[config.mk]
export PLATFORM = sky130hd
export DESIGN_NAME = mesh_router_tile
export DESIGN_NICKNAME = d
export VERILOG_FILES = /design/src/rtl/mrt_pkg.sv /design/src/rtl/mrt_arbiter.sv /design/src/rtl/mrt_route.sv /design/src/rtl/mrt_slot.sv /design/src/rtl/mesh_router_tile.sv
export SDC_FILE = /design/constraint.sdc
export NUM_CORES = 1
export LEC_CHECK = 0
export ABC_AREA = 1
export BUFFER_PORTS_ARGS = -buffer_cell sky130_fd_sc_hd__buf_4
export CAP_MARGIN = 20
export CORE_ASPECT_RATIO = 0.5
export CORE_UTILIZATION = 54
export CTS_CLUSTER_DIAMETER = 80
export DETAILED_ROUTE_END_ITERATION = 8
export PLACE_DENSITY = 0.87
export SYNTH_ARGS = -nofsm -noshare
export SYNTH_HDL_FRONTEND = slang
export SYNTH_SLANG_ARGS = --single-unit
[constraint.sdc]
create_clock -name clk -period 1.9 [get_ports clk]
set_input_delay 0.475 -clock clk [delete_from_list [all_inputs] [get_ports clk]]
set_output_delay 0.475 -clock clk [all_outputs]
set_load 0.02 [all_outputs]
[src/rtl/mrt_pkg.sv]
package mrt_pkg;
  localparam int NPORT = 5;
  // port and direction indices; a route mask uses the same positions
  localparam int P_N = 0;
  localparam int P_S = 1;
  localparam int P_E = 2;
  localparam int P_W = 3;
  localparam int P_L = 4;
  localparam int NDIR = 4;

  typedef logic [NPORT-1:0] pmask_t;

  typedef enum logic [1:0] {
    KIND_UNI   = 2'b00,
    KIND_BCAST = 2'b01
  } head_kind_e;

  // port that sits at priority rank r (0 = highest)
  function automatic logic [2:0] rank_port(input logic collect, input int r);
    logic [2:0] p;
    if (!collect) begin
      case (r)
        0: p = 3'(P_W);
        1: p = 3'(P_N);
        2: p = 3'(P_E);
        3: p = 3'(P_S);
        default: p = 3'(P_L);
      endcase
    end else begin
      case (r)
        0: p = 3'(P_L);
        1: p = 3'(P_E);
        2: p = 3'(P_S);
        3: p = 3'(P_W);
        default: p = 3'(P_N);
      endcase
    end
    return p;
  endfunction
endpackage

[src/rtl/mrt_arbiter.sv]
module mrt_arbiter
  import mrt_pkg::*;
(
  input  pmask_t req_i,
  input  logic   collect_i,
  output pmask_t grant_o
);
  logic       found;
  logic [2:0] idx;

  always_comb begin
    grant_o = '0;
    found   = 1'b0;
    idx     = '0;
    for (int r = 0; r < NPORT; r++) begin
      idx = rank_port(collect_i, r);
      if (!found && req_i[idx]) begin
        grant_o[idx] = 1'b1;
        found        = 1'b1;
      end
    end
  end
endmodule

[src/rtl/mrt_route.sv]
module mrt_route
  import mrt_pkg::*;
#(
  parameter int CW = 7
) (
  input  logic [1:0]    kind_i,
  input  logic [CW-1:0] dest_x_i,
  input  logic [CW-1:0] dest_y_i,
  input  logic [CW-1:0] node_x,
  input  logic [CW-1:0] node_y,
  output pmask_t        dir_o
);
  logic in_rows;

  always_comb begin
    dir_o   = '0;
    in_rows = (node_y <= dest_y_i);
    if (kind_i == KIND_UNI) begin
      if (dest_x_i > node_x)      dir_o[P_E] = 1'b1;
      else if (dest_x_i < node_x) dir_o[P_W] = 1'b1;
      else if (dest_y_i > node_y) dir_o[P_S] = 1'b1;
      else if (dest_y_i < node_y) dir_o[P_N] = 1'b1;
      else                        dir_o[P_L] = 1'b1;
    end else if (kind_i == KIND_BCAST) begin
      dir_o[P_L] = (node_x <= dest_x_i) && in_rows;
      dir_o[P_E] = (node_x <  dest_x_i) && in_rows;
      dir_o[P_S] = (node_x == '0) && (node_y < dest_y_i);
    end
  end
endmodule

[src/rtl/mrt_slot.sv]
module mrt_slot
  import mrt_pkg::*;
(
  input  logic   clk,
  input  logic   rst_n,
  input  logic   load_i,
  input  pmask_t dir_i,
  input  logic   cls_i,
  output pmask_t dir_o,
  output logic   cls_o
);
  always_ff @(posedge clk or negedge rst_n) begin
    if (!rst_n) begin
      dir_o <= '0;
      cls_o <= 1'b0;
    end else if (load_i) begin
      dir_o <= dir_i;
      cls_o <= cls_i;
    end
  end
endmodule

[src/rtl/mesh_router_tile.sv]
module mesh_router_tile
  import mrt_pkg::*;
#(
  parameter int CW     = 7,
  parameter int FLIT_W = 33
) (
  input  logic              clk,
  input  logic              rst_n,
  input  logic              collect_mode,
  input  logic [CW-1:0]     node_x,
  input  logic [CW-1:0]     node_y,
  input  logic [FLIT_W-1:0] in_n_data,
  input  logic              in_n_valid,
  input  logic [FLIT_W-1:0] in_s_data,
  input  logic              in_s_valid,
  input  logic [FLIT_W-1:0] in_e_data,
  input  logic              in_e_valid,
  input  logic [FLIT_W-1:0] in_w_data,
  input  logic              in_w_valid,
  input  logic [FLIT_W-1:0] in_l_data,
  input  logic              in_l_valid,
  output logic [FLIT_W-1:0] out_n_data,
  output logic              out_n_valid,
  output logic [FLIT_W-1:0] out_s_data,
  output logic              out_s_valid,
  output logic [FLIT_W-1:0] out_e_data,
  output logic              out_e_valid,
  output logic [FLIT_W-1:0] out_w_data,
  output logic              out_w_valid,
  output logic              sink_valid,
  output logic              sink_is_instr,
  output logic [FLIT_W-2:0] sink_data
);
  localparam int PAY_W   = FLIT_W - 1;
  localparam int BODY_B  = FLIT_W - 1;
  localparam int CLS_BIT = FLIT_W - 3;

  logic [FLIT_W-1:0] in_data [NPORT];
  pmask_t            in_vld;
  pmask_t            grant;
  logic [FLIT_W-1:0] sel_flit;
  pmask_t            stored_dir;
  logic              stored_cls;
  pmask_t            rc_dir;
  pmask_t            eff_dir;
  logic              any_acc;
  logic              is_head;
  pmask_t            route_q [NPORT];
  logic              cls_q   [NPORT];

  logic [FLIT_W-1:0] out_data_q [NDIR];
  logic [NDIR-1:0]   out_vld_q;

  assign in_data[P_N] = in_n_data;
  assign in_data[P_S] = in_s_data;
  assign in_data[P_E] = in_e_data;
  assign in_data[P_W] = in_w_data;
  assign in_data[P_L] = in_l_data;
  assign in_vld = {in_l_valid, in_w_valid, in_e_valid, in_s_valid, in_n_valid};

  mrt_arbiter u_arb (
    .req_i    (in_vld),
    .collect_i(collect_mode),
    .grant_o  (grant)
  );

  // one-hot select of the winning flit and its port's stored route
  always_comb begin
    sel_flit   = '0;
    stored_dir = '0;
    stored_cls = 1'b0;
    for (int p = 0; p < NPORT; p++) begin
      if (grant[p]) begin
        sel_flit   = sel_flit | in_data[p];
        stored_dir = stored_dir | route_q[p];
        stored_cls = stored_cls | cls_q[p];
      end
    end
  end

  assign any_acc = |grant;
  assign is_head = !sel_flit[BODY_B];

  mrt_route #(.CW(CW)) u_rc (
    .kind_i  (sel_flit[FLIT_W-1:FLIT_W-2]),
    .dest_x_i(sel_flit[CW-1:0]),
    .dest_y_i(sel_flit[2*CW-1:CW]),
    .node_x  (node_x),
    .node_y  (node_y),
    .dir_o   (rc_dir)
  );

  for (genvar p = 0; p < NPORT; p++) begin : g_slot
    mrt_slot u_slot (
      .clk   (clk),
      .rst_n (rst_n),
      .load_i(grant[p] && is_head),
      .dir_i (rc_dir),
      .cls_i (sel_flit[CLS_BIT]),
      .dir_o (route_q[p]),
      .cls_o (cls_q[p])
    );
  end

  assign eff_dir = is_head ? rc_dir : stored_dir;

  always_ff @(posedge clk or negedge rst_n) begin
    if (!rst_n) begin
      out_vld_q     <= '0;
      sink_valid    <= 1'b0;
      sink_is_instr <= 1'b0;
      sink_data     <= '0;
      for (int d = 0; d < NDIR; d++) out_data_q[d] <= '0;
    end else begin
      for (int d = 0; d < NDIR; d++) begin
        out_vld_q[d] <= any_acc && eff_dir[d];
        if (any_acc && eff_dir[d]) out_data_q[d] <= sel_flit;
      end
      sink_valid <= any_acc && !is_head && eff_dir[P_L];
      if (any_acc && !is_head && eff_dir[P_L]) begin
        sink_data     <= sel_flit[PAY_W-1:0];
        sink_is_instr <= stored_cls;
      end
    end
  end

  assign out_n_data  = out_data_q[P_N];
  assign out_s_data  = out_data_q[P_S];
  assign out_e_data  = out_data_q[P_E];
  assign out_w_data  = out_data_q[P_W];
  assign out_n_valid = out_vld_q[P_N];
  assign out_s_valid = out_vld_q[P_S];
  assign out_e_valid = out_vld_q[P_E];
  assign out_w_valid = out_vld_q[P_W];
endmodule

==> qor.yml <==
clocking:
  clock-root-buffer: "clkbuf_16"
  clk_pin_slew_ns: 0.09
  clk_latency_ns: 0.45
  cts_tree: "done"
  cts_inserted_buffers: 17
  hold_buffers: 0
  cts.sinks: 200
  clk_path_buf_depth: 2
  h-tree-depth: 4
timing:
  fmax_mhz: 287
  hold_slack_ns: 0.0270
  skew_ns: 0.0129
  worst_pin_slew_ns: 0.532
  fin_crit_sh_pct: 183
  finalHoldViolations: 0
  rsz0062_at_grt: "true"
  slew_viol_final: 0
  min_period_ns: 3.48
  slew_headroom_pct: 64.6
  finalWorstSetupSlack_ns: -1.58
  finalSetupViolCount: 200
placed_design:
  dp.cells: 1839
  port_buffers: 356
  hpwlAfterDp_mm: 26.2
  dp_slack_ns: -1.66
  place_congestion: 0.939
grt:
  use_met3_pct: 12.1
  grt_pass1_wl_mm: 57.7
  grt_max_degree: 59
  grt_overflow: 0
  antenna_found_initial: 2
  grtUsageMet2_pct: 65.0
  grt_pass1_vias: 10600
  grt-busiest-layer: "met2"
  grtUsageTotal_pct: 42.1
  grtUsageMet1_pct: 53.6
final_layout:
  layout-drive-gt1-share_pct: 44.3
  nNetsFinal: 1868
  area_growth_syn_to_layout_pct: 62.1
  nFillCells: 690
  seq_area_mm2: 0.00500
  multi_input_area_mm2: 0.00486
  fin_cells: 1915
logic_synthesis:
  synthCells: 1199
  yosys_warnings: 0
  ys_seq_area_share_pct: 52.2
  synth_area_mm2: 0.00960
  synth_seq_cells: 200
  synth_edf_count: 0
  synth_flop_cell: "dfrtp_1"
  yosysUniqueCellTypes: 31
  synthTopCellsByArea: "dfrtp_1 (52%), nand2_1 (20%), nand3_1 (7.6%), inv_1 (2.9%), a22oi_1 (2.1%)"
  synth_top_area_share_pct: 52.2
  avgSynthCellArea_um2: 8.00
  synthArstFlopShare_pct: 100
  synthesis.nets: 1400
  yosysTopAreaCell: "dfrtp_1"
  yosysMostFrequentCell: "nand2_1"
  synth_commonest_cells: "nand2_1 (518), dfrtp_1 (200), nand3_1 (145)"
worst_hold_path:
  min-delay-path-class: "in -> async"
routing:
  wl_per_cell_um: 25.3
  wl_mm: 48.5
  vias: 12600
  drc: 20
  postRouteAntennaNets: 0
  viasPerCell: 6.56
  drt-pass1-iter-count: 9
  drt_iter0_drc: 2173
floorplan:
  start_util_pct: 55.3
  die_h_um: 96.3
  die-area_mm2: 0.0183
  fp-row-count: 34
  die_w_um: 191
  core_area_mm2: 0.0174
  num_io_pins: 357
power_and_ir_drop:
  peakVddDrop_mv: 0.916
  totalPowerFinal_uw: 19500
  power.leakage_uw: 0.00849
  powerDensity_mw_per_mm2: 1260
outcome:
  violations: "design-rule violations, negative setup slack"
  status: "complete, but fails checks"
worst_setup_path:
  slowest_delay_ns: 0.48
  start_kind: "input pin"
  crit_type: "in -> reg"
  slowest_stage: "ha_1"
  worst-path-max-fanout: 8
  cp-end-kind: "flop"
  crit_required_ns: 2.22
  cpMostUsedCell: "nand2_4"
  arrival_ns: 3.80
  path_cells: "buf_8 > inv_4 > nand2_4 > nand2_8 > nand3_4 > nand2_4 > nand2_4 > clkinvlp_4 > nand2_2 > nand4_1 > ha_1 > buf_4 > buf_6 > a21oi_2 > o21a_1 > nand2_2 > inv_2 > buf_6 > nand4_4 > nand2_8 > inv_8 > clkbuf_16 > nand2_1 > nand2_1"
run:
  max_cap_violations: 0
## critical path: cells and delay by family
family	cells	cell delay, ns
AO/OA/AOI/OAI	2	0.31
adder cells (fa/ha/maj)	1	0.48
buffers and inverters	9	1.04
AND/OR/NAND/NOR	12	1.46
## cell families (layout without fill, tap and decap cells)
| group | after synthesis | count (layout) | share of synthesized area (%) |
|---|---|---|---|
| buffers and inverters | 142 | 622 | 6.88 |
| adders and majority gates | 14 | 14 | 1.83 |
| DFF | 200 | 200 | 52.2 |
| AOI/OAI and AO/OA | 90 | 90 | 5.75 |
| and+or+nand+nor | 753 | 754 | 33.4 |
| other | 0 | 1 | 0 |
## power breakdown
part	total, uW	leakage (uW)	switching (uW)	internal [uW]
registers	6850	0.00265	1160	5690
clock network	3930	0.000304	2000	1930
logic	8760	0.00554	5200	3550
total	19500	0.00849	8360	11200
## flip-flops by register name (all words and copies together) (netlist names)
name	count
out_s_data	33
g_slot.u_slot.dir_o	25
g_slot.u_slot.cls_o	5
out_vld_q	4
sink_valid	1
out_n_data	33
out_w_data	33
out_e_data	33
sink_is_instr	1
sink_data	32
## area by class of cell
cell class                      instances  share of cell area, %
Antenna cell                            1                 0.0161
Tap cell                              234                   1.88
Sequential cell                       200                   32.2
Inverter                               80                   2.40
Multi-Input combinational cell        858                   31.3
Clock inverter                         14                   1.33
Timing Repair Buffer                  510                   28.2
Clock buffer                           18                   2.76
## per-layer routing
metal | up-vias | wire (um) | share of wire (%)
met1 | 5802 | 15800 | 33
li1 | 4830 | - | -
met5 | - | 57 | 0.12
met3 | 505 | 7610 | 16
met2 | 1422 | 20300 | 42
met4 | 2 | 4720 | 9.7
## what timing repair did
item,4_1_cts,5_1_grt
endpoints found under the hold margin,0,0
cloned,3,13
buffers inserted,15,17
pin swaps,19,51
setup endpoints to repair,200,200
resized for setup,62,173
## worst paths after layout
| check | start | endpoint | slack, ns | cells after the start |
|---|---|---|---|---|
| worst max-delay path | in_e_valid | out_w_data[11]$_DFFE_PN0P_ | -1.58 | 24 |
| max in group asynchronous | rst_n | out_w_data[9]$_DFFE_PN0P_ | 1.18 | 2 |
| worst min register to register | out_w_data[9]$_DFFE_PN0P_ | out_w_data[9]$_DFFE_PN0P_ | 0.49 | 2 |
| min in group clk | out_w_data[9]$_DFFE_PN0P_ | out_w_data[9]$_DFFE_PN0P_ | 0.49 | 2 |
| worst max register to register | g_slot[2].u_slot.dir_o[2]$_DFFE_PN0P_ | out_e_data[16]$_DFFE_PN0P_ | 0.08 | 7 |
| worst min-delay path | rst_n | sink_data[10]$_DFFE_PN0P_ | 0.03 | 1 |
## placed cells by master (no fill, tap or decap), types with 6 or more instances in the layout
| cell | n |
|---|---|
| dfrtp_1 | 200 |
| buf_6 | 16 |
| nand2_8 | 9 |
| o21ai_0 | 14 |
| nand3_2 | 40 |
| nand3_1 | 102 |
| inv_2 | 13 |
| nand4_1 | 31 |
| clkinv_8 | 6 |
| ha_1 | 11 |
| o21ai_2 | 10 |
| inv_1 | 55 |
| nand2_4 | 26 |
| a21oi_1 | 6 |
| nor2_4 | 6 |
| buf_4 | 457 |
| nand3_4 | 6 |
| clkbuf_16 | 26 |
| nand2_1 | 439 |
| buf_12 | 24 |
| o211ai_1 | 7 |
| nand2_2 | 59 |
| o21ai_1 | 11 |
| nor2_1 | 26 |
| a22oi_1 | 23 |
## metrics by stage
step	setup TNS (ns)	util [%]	cell area, um2
finish	-239.06	89.6	15600
global route	-248.78	89.6	15600
CTS	-151.43	84.2	14600
detailed placement	-265.66	77.8	13500
global placement	-239.53	77.8	13500
floorplan	-167.32	-	9910
Power figures use the tool's default switching activity.
